$ cat src/rtl/binRandPkg.sv
package binRandPkg;
  // strobes from the sequencer to the datapath
  typedef struct packed {
    logic advance;   // step both random sources
    logic snap;      // copy tables, count and random words
    logic zeroOut;   // answer 0 for an empty table
    logic loadBin;   // start the bin-index multiply
    logic loadVal;   // pick the bin bounds, start the value multiply
    logic step;      // one shift-add step
    logic finish;    // form and present the result
  } ctrlStb_t;
endpackage

$ cat src/rtl/binRandLfsr.sv
module binRandLfsr #(
  parameter int          W    = 16,
  parameter logic [W-1:0] SEED = 16'hACE1,
  parameter logic [W-1:0] TAPS = 16'hB400
) (
  input  logic         clk,
  input  logic         rstN,
  input  logic         advance,
  output logic [W-1:0] state
);
  logic fbBit;
  assign fbBit = ^(state & TAPS);

  always_ff @(posedge clk) begin
    if (!rstN)        state <= SEED;
    else if (advance) state <= {state[W-2:0], fbBit};
  end

  // a maximal-length register never reaches the all-zero lockup state
  a_r5_lfsr_nonzero: assert property (@(posedge clk) disable iff (!rstN)
    state != '0);
  // every advance moves to a new state
  a_r5_lfsr_moves: assert property (@(posedge clk) disable iff (!rstN)
    advance |=> state != $past(state));
endmodule

$ cat src/rtl/binRandCtrl.sv
module binRandCtrl
  import binRandPkg::*;
#(
  parameter int CNT_W = 4
) (
  input  logic             clk,
  input  logic             rstN,
  input  logic             req,
  input  logic [CNT_W-1:0] countNow,
  input  logic             mulLast,
  output ctrlStb_t         stb,
  output logic             busy
);
  typedef enum logic [2:0] {
    S_IDLE, S_LDBIN, S_MULBIN, S_LDVAL, S_MULVAL, S_FIN
  } seqState_t;

  seqState_t curState, nextState;

  always_comb begin
    stb       = '0;
    nextState = curState;
    case (curState)
      S_IDLE: begin
        if (req) begin
          stb.advance = 1'b1;
          if (countNow == '0) begin
            stb.zeroOut = 1'b1;
          end else begin
            stb.snap  = 1'b1;
            nextState = S_LDBIN;
          end
        end
      end
      S_LDBIN: begin
        stb.loadBin = 1'b1;
        nextState   = S_MULBIN;
      end
      S_MULBIN: begin
        stb.step = 1'b1;
        if (mulLast) nextState = S_LDVAL;
      end
      S_LDVAL: begin
        stb.loadVal = 1'b1;
        nextState   = S_MULVAL;
      end
      S_MULVAL: begin
        stb.step = 1'b1;
        if (mulLast) nextState = S_FIN;
      end
      S_FIN: begin
        stb.finish = 1'b1;
        nextState  = S_IDLE;
      end
      default: nextState = S_IDLE;
    endcase
  end

  always_ff @(posedge clk) begin
    if (!rstN) curState <= S_IDLE;
    else       curState <= nextState;
  end

  assign busy = (curState != S_IDLE);

  // at most one datapath action per cycle
  a_r6_strobe_exclusive: assert property (@(posedge clk) disable iff (!rstN)
    $onehot0({stb.snap, stb.zeroOut, stb.loadBin, stb.loadVal, stb.step, stb.finish}));
  // a request accepted with a nonzero count makes the block busy
  a_r6_accept_busy: assert property (@(posedge clk) disable iff (!rstN)
    (req && !busy && countNow != '0) |=> busy);
  // a zero count never enters the solve sequence
  a_r8_zero_stays_idle: assert property (@(posedge clk) disable iff (!rstN)
    (req && !busy && countNow == '0) |=> !busy);
endmodule

$ cat src/rtl/binRandDp.sv
module binRandDp
  import binRandPkg::*;
#(
  parameter int DATA_W = 16,
  parameter int BINS   = 8,
  localparam int IDX_W  = $clog2(BINS),
  localparam int CNT_W  = $clog2(BINS + 1),
  localparam int ADDR_W = $clog2(2 * BINS + 1)
) (
  input  logic              clk,
  input  logic              rstN,
  input  logic              wrEn,
  input  logic [ADDR_W-1:0] wrAddr,
  input  logic [DATA_W-1:0] wrData,
  input  ctrlStb_t          stb,
  input  logic [DATA_W-1:0] randA,
  input  logic [DATA_W-1:0] randB,
  output logic [CNT_W-1:0]  countNow,
  output logic              mulLast,
  output logic              respValid,
  output logic [DATA_W-1:0] respValue
);
  localparam int MUL_W = DATA_W + 1;
  localparam int ACC_W = DATA_W + MUL_W;
  localparam logic [ADDR_W-1:0] MAX_BASE = ADDR_W'(BINS);
  localparam logic [ADDR_W-1:0] CNT_ADDR = ADDR_W'(2 * BINS);
  localparam logic [CNT_W-1:0]  CNT_MAX  = CNT_W'(BINS);

  // live register file
  logic [DATA_W-1:0] minTab [BINS];
  logic [DATA_W-1:0] maxTab [BINS];
  logic [CNT_W-1:0]  countReg;
  // working snapshot for the request in flight
  logic [DATA_W-1:0] snapMin [BINS];
  logic [DATA_W-1:0] snapMax [BINS];
  logic [CNT_W-1:0]  cntSnap;
  logic [DATA_W-1:0] randAReg, randBReg;
  // shift-add multiplier
  logic [MUL_W-1:0]  mplier;
  logic [ACC_W-1:0]  mcand, acc;
  logic [MUL_W-1:0]  accHi;
  logic [IDX_W-1:0]  binIdx;
  logic [DATA_W-1:0] loReg, hiReg;
  logic [DATA_W-1:0] boundA, boundB, loPick, hiPick;
  logic [MUL_W-1:0]  spanPlus;

  assign countNow = countReg;
  assign accHi    = acc[ACC_W-1:DATA_W];
  assign binIdx   = accHi[IDX_W-1:0];
  assign mulLast  = (mplier[MUL_W-1:1] == '0);

  logic unusedBits;
  assign unusedBits = ^{acc[DATA_W-1:0], accHi[MUL_W-1:IDX_W]};

  // register writes; the count is clamped to the table depth
  always_ff @(posedge clk) begin
    if (!rstN) begin
      for (int i = 0; i < BINS; i++) begin
        minTab[i] <= '0;
        maxTab[i] <= '0;
      end
      countReg <= '0;
    end else if (wrEn) begin
      if (wrAddr < MAX_BASE)
        minTab[wrAddr[IDX_W-1:0]] <= wrData;
      else if (wrAddr < CNT_ADDR)
        maxTab[wrAddr[IDX_W-1:0]] <= wrData;
      else if (wrAddr == CNT_ADDR)
        countReg <= (wrData > DATA_W'(BINS)) ? CNT_MAX : wrData[CNT_W-1:0];
    end
  end

  // snapshot taken when a request is accepted
  always_ff @(posedge clk) begin
    if (!rstN) begin
      for (int i = 0; i < BINS; i++) begin
        snapMin[i] <= '0;
        snapMax[i] <= '0;
      end
      cntSnap  <= '0;
      randAReg <= '0;
      randBReg <= '0;
    end else if (stb.snap) begin
      for (int i = 0; i < BINS; i++) begin
        snapMin[i] <= minTab[i];
        snapMax[i] <= maxTab[i];
      end
      cntSnap  <= countReg;
      randAReg <= randA;
      randBReg <= randB;
    end
  end

  // bound ordering for the selected bin
  always_comb begin
    boundA = snapMin[binIdx];
    boundB = snapMax[binIdx];
    if (boundA <= boundB) begin
      loPick = boundA;
      hiPick = boundB;
    end else begin
      loPick = boundB;
      hiPick = boundA;
    end
    spanPlus = {1'b0, hiPick} - {1'b0, loPick} + MUL_W'(1);
  end

  // multiplier and result
  always_ff @(posedge clk) begin
    if (!rstN) begin
      mplier    <= '0;
      mcand     <= '0;
      acc       <= '0;
      loReg     <= '0;
      hiReg     <= '0;
      respValid <= 1'b0;
      respValue <= '0;
    end else begin
      respValid <= 1'b0;
      if (stb.loadBin) begin
        mplier <= MUL_W'(cntSnap);
        mcand  <= ACC_W'(randAReg);
        acc    <= '0;
      end else if (stb.loadVal) begin
        mplier <= spanPlus;
        mcand  <= ACC_W'(randBReg);
        acc    <= '0;
        loReg  <= loPick;
        hiReg  <= hiPick;
      end else if (stb.step) begin
        if (mplier[0]) acc <= acc + mcand;
        mcand  <= mcand << 1;
        mplier <= mplier >> 1;
      end
      if (stb.finish) begin
        respValid <= 1'b1;
        respValue <= loReg + accHi[DATA_W-1:0];
      end else if (stb.zeroOut) begin
        respValid <= 1'b1;
        respValue <= '0;
        loReg     <= '0;
        hiReg     <= '0;
      end
    end
  end

  // the scaled bin index stays below the snapshot count
  a_r3_bin_in_range: assert property (@(posedge clk) disable iff (!rstN)
    stb.loadVal |-> (accHi < MUL_W'(cntSnap)));
  // every result lies inside the chosen bin bounds
  a_r4_value_in_range: assert property (@(posedge clk) disable iff (!rstN)
    respValid |-> (respValue >= loReg && respValue <= hiReg));
  // the count never exceeds the table depth
  a_r2_count_clamped: assert property (@(posedge clk) disable iff (!rstN)
    countReg <= CNT_MAX);
  // an empty table answers zero
  a_r8_zero_value: assert property (@(posedge clk) disable iff (!rstN)
    stb.zeroOut |=> (respValid && respValue == '0));
endmodule

$ cat src/rtl/binRandGen.sv
module binRandGen
  import binRandPkg::*;
#(
  parameter int          DATA_W = 16,
  parameter int          BINS   = 8,
  parameter logic [15:0] SEED_A = 16'hACE1,
  parameter logic [15:0] SEED_B = 16'h5EED,
  localparam int CNT_W  = $clog2(BINS + 1),
  localparam int ADDR_W = $clog2(2 * BINS + 1)
) (
  input  logic              clk,
  input  logic              rstN,
  input  logic              wrEn,
  input  logic [ADDR_W-1:0] wrAddr,
  input  logic [DATA_W-1:0] wrData,
  input  logic              req,
  output logic              busy,
  output logic              respValid,
  output logic [DATA_W-1:0] respValue
);
  ctrlStb_t          stb;
  logic [CNT_W-1:0]  countNow;
  logic              mulLast;
  logic [DATA_W-1:0] randA, randB;

  binRandLfsr #(.W(DATA_W), .SEED(DATA_W'(SEED_A)), .TAPS(DATA_W'(16'hB400))) uLfsrA (
    .clk(clk), .rstN(rstN), .advance(stb.advance), .state(randA));

  binRandLfsr #(.W(DATA_W), .SEED(DATA_W'(SEED_B)), .TAPS(DATA_W'(16'hB400))) uLfsrB (
    .clk(clk), .rstN(rstN), .advance(stb.advance), .state(randB));

  binRandCtrl #(.CNT_W(CNT_W)) uCtrl (
    .clk(clk), .rstN(rstN), .req(req), .countNow(countNow),
    .mulLast(mulLast), .stb(stb), .busy(busy));

  binRandDp #(.DATA_W(DATA_W), .BINS(BINS)) uDp (
    .clk(clk), .rstN(rstN), .wrEn(wrEn), .wrAddr(wrAddr), .wrData(wrData),
    .stb(stb), .randA(randA), .randB(randB), .countNow(countNow),
    .mulLast(mulLast), .respValid(respValid), .respValue(respValue));

  // the response pulse marks the end of a busy period
  a_r6_resp_ends_busy: assert property (@(posedge clk) disable iff (!rstN)
    (respValid && $past(busy)) |-> !busy);
endmodule

$ cat config.mk
export PLATFORM = sky130hd
export DESIGN_NAME = binRandGen
export DESIGN_NICKNAME = d
export VERILOG_FILES = /design/src/rtl/binRandPkg.sv /design/src/rtl/binRandLfsr.sv /design/src/rtl/binRandCtrl.sv /design/src/rtl/binRandDp.sv /design/src/rtl/binRandGen.sv
export SDC_FILE = /design/constraint.sdc
export NUM_CORES = 1
export LEC_CHECK = 0
export BUFFER_PORTS_ARGS = -buffer_cell sky130_fd_sc_hd__clkbuf_2
export CORE_UTILIZATION = 55
export DETAILED_ROUTE_END_ITERATION = 10
export GPL_ROUTABILITY_DRIVEN = 0
export HOLD_SLACK_MARGIN = 0.12
export PLACE_DENSITY = 0.7
export SLEW_MARGIN = 20
export SYNTH_ARGS = -nofsm -noshare
export SYNTH_HDL_FRONTEND = slang
export SYNTH_HIERARCHICAL = 1
export SYNTH_SLANG_ARGS = --single-unit
$ cat constraint.sdc
create_clock -name clk -period 9.8 [get_ports clk]
set_clock_uncertainty 0.15 [all_clocks]
set_input_delay 0.49 -clock clk [delete_from_list [all_inputs] [get_ports clk]]
set_output_delay 0.49 -clock clk [all_outputs]
set_load 0.02 [all_outputs]
# After elaboration in Yosys (flattened, before gate mapping)
# Memories as Yosys holds them, arrays and structs flattened. A register that Yosys moved wholly into a read port is not among the register bits.
# Cells that the tools add are included.
# word_totals
reg_bits,191
ramBits,512
output_inout_bits,18
elab_cells,142
memories,4
# classes
addsub,4
order_cmp,4
eq_ne,10
n_mux,69
n_bitwise,19
n_reduce_logical,17
# mem_list
name,depth,width,rd,rd_clocked_by_memory_dff,write_ports,line_no,source
uDp.maxTab,8,16,8,0,8,binRandDp.sv:31,logic [DATA_W-1:0] maxTab [BINS];
uDp.minTab,8,16,8,0,8,binRandDp.sv:30,logic [DATA_W-1:0] minTab [BINS];
uDp.snapMax,8,16,1,1,8,binRandDp.sv:35,logic [DATA_W-1:0] snapMax [BINS];
uDp.snapMin,8,16,1,1,8,binRandDp.sv:34,logic [DATA_W-1:0] snapMin [BINS];
# op_table
operator,count
$mux 16,29
$mux 3,12
$mux 17,2
$add 33x33->33,1
$reduce_or 16->1,2
$reduce_xor 16->1,2
$mux 1,23
$add 17x1->17 const B,1
$sub 16x16->17,1
$add 16x16->16,1
$gt 16x4->1 const B,1
$le 16x16->1,1
$logic_not 16->1,1
$or 1x1->1,16
$pmux 3 s5,1
$mux 4,2
$ne 2x2->1 const B,4
$reduce_and 4->1,2
$eq 3x2->1 const B,2
$eq 3x3->1 const B,2
$reduce_bool 3->1,2
$eq 5x5->1 const B,1
$lt 5x4->1 const B,1
$lt 5x5->1 const B,1
other kinds (8),12

# Logic depth before layout (Yosys ltp)
# logic_depth
ltp_word,8
mapped_depth,27
depth_no_buf,22

# Cells and area by module
# Netlist, hierarchy kept.
# by_module_without_submodules
module,n_inst,cells_each,area_each_um2,seq_area_each_um2
binRandDp,1,2465,30824.6,18517.8
binRandLfsr (uLfsrA),1,54,630.6,320.3
binRandLfsr (uLfsrB),1,54,606.8,320.3
binRandCtrl,1,29,216.5,60.1

# Least setup slack after synthesis
# Ideal clock, no wire load.
# synth_timing
path_type,reg-to-reg
start,reg uCtrl.curState[1]
end,"mem uDp.snapMax[0][0], enable pin"
setup_ps,663
arrival_time_ps,7476
setup_slack_ps,1510
stages_incl_launch_ff,7
path_buffers,3
path_cell_list,dfxtp_1 -> clkbuf_1 -> nor3_1 -> and3_1 -> clkbuf_1 -> clkbuf_1 -> nand2b_1
# synth_rtl
element,line_no,source
start: declaration,binRandCtrl.sv:18,"seqState_t curState, nextState;"
start signal: assignment,binRandCtrl.sv:61,else curState <= nextState;
end: declaration,binRandDp.sv:35,

==> results.cfg <==
[routing]
drt-total-wl_um = 75000
ant_nets = 0
drt_iter0_drc = 2048
vias_per_cell = 5.93
vias = 20200
drc_errors = 0
firstDrtPassIters = 6
wire_per_inst_um = 22.0

[timing]
rsz0062_at_grt = no
period_needed_ns = 6.89
finalSetupTns_ns = 0
slew_violations = 0
finalHoldViolations = 0
relSlewSlack_pct = 20.6
worstMarginPinSlew_ns = 1.19
fmax_mhz = 145
timing.hold.ws_ns = 0.193
min_period_over_period_pct = 70.4
setup-violations-final = 0

[flow_run]
max-cap-violations = 0

[cts]
postCtsResizedCells = 0
cts.htree.levels = 3
numCtsBuffers = 73
worstSkewPairLatency_ns = 0.62
postCtsHoldBufs = 0
post-cts-setup-buffer-count = 0
cts_tree = yes
clkTransAtPathRegs_ns = 0.06
root_buffer = clkbuf_16
clock_sinks = 704
cts_max_path_buffers = 3

[placed_design]
dp_hpwl_um = 46400
portBuffers = 42
place_inst = 3280

[die]
rows = 88
core_um2 = 57800
die_h_um = 244
die_area_um2 = 59700
initial_core_util_pct = 55.8
die_w_um = 244
ios = 43

[synth]
syn_nets = 2707
synth-seq-area-share_pct = 59.5
synth.area.top_cells = edfxtp_1 (48%), dfxtp_1 (12%), and2_1 (6.6%), mux4_2 (4.5%), and3_1 (3.9%)
netlist_instances = 2602
yosysWarnings = 6
async_flop_share_pct = 0
synth_commonest_cells = edfxtp_1 (512), and2_1 (342), and3_1 (200)
synth_edf_count = 512
synth_top_area_cell = edfxtp_1
ys_ff_latch = 704
avgSynthCellArea_um2 = 12.4
synth_most_common_cell = edfxtp_1
syn_area_um2 = 32300
synth_top_cell_area_share_pct = 47.6
synth_flop_cell = edfxtp_1
synth.distinct_cells = 73

[pwr]
clock_power_share_pct = 43.7
powerDensity_nw_per_um2 = 182
p_int_mw = 5.10
seqPwrFrac_pct = 51.5
p_leak_nw = 13.7
p_sw_mw = 1.40
switching_share_pct = 21.6
totalPowerFinal_mw = 6.50
vdd_drop_max_mv = 0.150
combPwrFrac_pct = 4.8

[setup_path]
rrSetupSlack_ns = 2.91
criticalPathCategory = flip-flop to flip-flop
crit_path_start_kind = flip-flop
critPathMaxFanout = 44
arrival_ns = 7.23
crit_path_end = uDp/mplier[15]
reg2reg_to = uDp/mplier[15]
critical_path_required_ns = 10.13
endpoint_kind = flip-flop
reg2regPathDepth = 19

[hold_path]
hp-class = input pin to flip-flop

[finish]
area_growth_pct = 10.4
final_cells = 3416
drive_above_1_share_pct = 11.7
layout.nets = 2695

[grt]
grt_pass1_vias = 20000
grt_max_degree = 192
grtUsageTotal_pct = 25.4
grt_pass1_wl_um = 116000
grt_overflow = 0
antenna_found_initial = 3

[outcome]
outcome = complete, no violations
-- metal layers --
metal / global-route usage (%) / part of all wire, % / routed length (µm)
met4: 8.88 / 2.8 / 2090
met3: 3.87 / 6.1 / 4560
met1: 35.1 / 44 / 32900
met2: 41.1 / 47 / 35400
met5: 0 / 0 / 0
-- layout by cell type, fill, tap and decap left out, types with 7 or more instances in the layout --
cell       count
a211oi_1      21
a21o_1        29
a21oi_1      122
a31oi_1        9
and2_1       342
and3_1       199
buf_4         46
bufinv_16      8
clkbuf_1      13
clkbuf_16     76
clkbuf_2      41
clkbuf_8       8
clkinv_1      13
clkinv_2      12
dfxtp_1      189
edfxtp_1     512
ha_1          77
inv_1         17
mux2_2        18
mux2i_1      124
mux4_2        64
nand2_1      149
nand2b_1      24
nand3_1       46
nand4_1        7
nor2_1        87
nor2b_1       82
nor3_1        22
nor3b_1       16
nor4_1        10
o211ai_1      12
o21a_1        13
o21ai_0       52
o21ai_1       35
or3_1         17
xnor2_1       26
xor2_1        25
-- worst max-delay path, cell delays in order, from the launching register on --
cell and delay, ns:
dfxtp_4 0.99, buf_4 0.52, mux4_2 0.56, mux2i_1 0.52
ha_1 0.28, nand4_1 0.12, or2_1 0.30, o32ai_1 0.74
and2_1 0.26, a21oi_1 0.12, fa_1 0.46, a21o_1 0.18
a21oi_1 0.23, nor2b_1 0.07, o21a_1 0.19, o31a_1 0.28
a211oi_1 0.34, o21ai_1 0.15, xnor2_1 0.16, o22ai_1 0.08
-- stage by stage --
step           setup WS (ns)  instance area [µm²]  util, %
4_1_cts                 2.97                35600     61.6
5_1_grt                 2.38                35600     61.6
2_1_floorplan           1.51                32300        -
6_report                2.91                35600     61.6
3_3_place_gp            3.16                33100     57.3
3_5_place_dp            3.01                33100     57.3
-- power groups by stage --
stage          registers, mW  clock network (mW)  logic (mW)
2_1_floorplan           3.41                   0       0.205
3_3_place_gp            3.40                   0       0.298
3_5_place_dp            3.41                   0       0.306
4_1_cts                 3.35                2.89       0.307
5_1_grt                 3.36                3.01       0.334
6_report                3.35                2.84       0.309
-- worst min-delay path by stage --
stage / end / cells after the start / from / slack (ns)
floorplan: uDp/acc[15] / 2 / uDp/acc[15] / 0.29
global placement: uDp/respValue[15] / 2 / uDp/respValue[15] / 0.29
detailed placement: uDp/respValue[15] / 2 / uDp/respValue[15] / 0.29
CTS: uLfsrB/state[10] / 2 / rstN / 0.16
global route: uLfsrB/state[10] / 2 / rstN / 0.20
finish: uLfsrA/state[13] / 2 / rstN / 0.19
-- final cells by class --
cell class | instances | area, µm²
repair buffers | 89 | 584
clock inverters | 38 | 432
diodes | 2 | 5.00
flip-flops and latches | 704 | 19200
well taps | 765 | 957
multi-input cells | 1704 | 12300
clock buffers | 96 | 2050
fillers | 4425 | 22200
inverters | 18 | 67.6
-- sequential cells by signal (all words and copies together) (netlist names), named ones only --
signal / cells
uCtrl/curState: 3
uDp/acc: 32
uDp/cntSnap: 4
uDp/countNow: 4
uDp/loReg: 16
uDp/maxTab: 128
uDp/mcand: 32
uDp/minTab: 128
uDp/mplier: 17
uDp/randAReg: 16
uDp/randBReg: 16
uDp/respValid: 1
uDp/respValue: 16
uDp/snapMax: 128
uDp/snapMin: 128
uLfsrA/state: 16
uLfsrB/state: 16
-- cells by family after synthesis --
family / count (synthesis) / synth area share [%]
muxes: 207 / 8.97
buffers and inverters: 194 / 2.48
AOI/OAI and AO/OA: 336 / 6.40
adders and majority gates: 80 / 3.17
DFF: 704 / 59.5
xor gates and xnor gates: 52 / 1.43
and+or+nand+nor: 1029 / 18.0
Power figures use the tool's default switching activity.
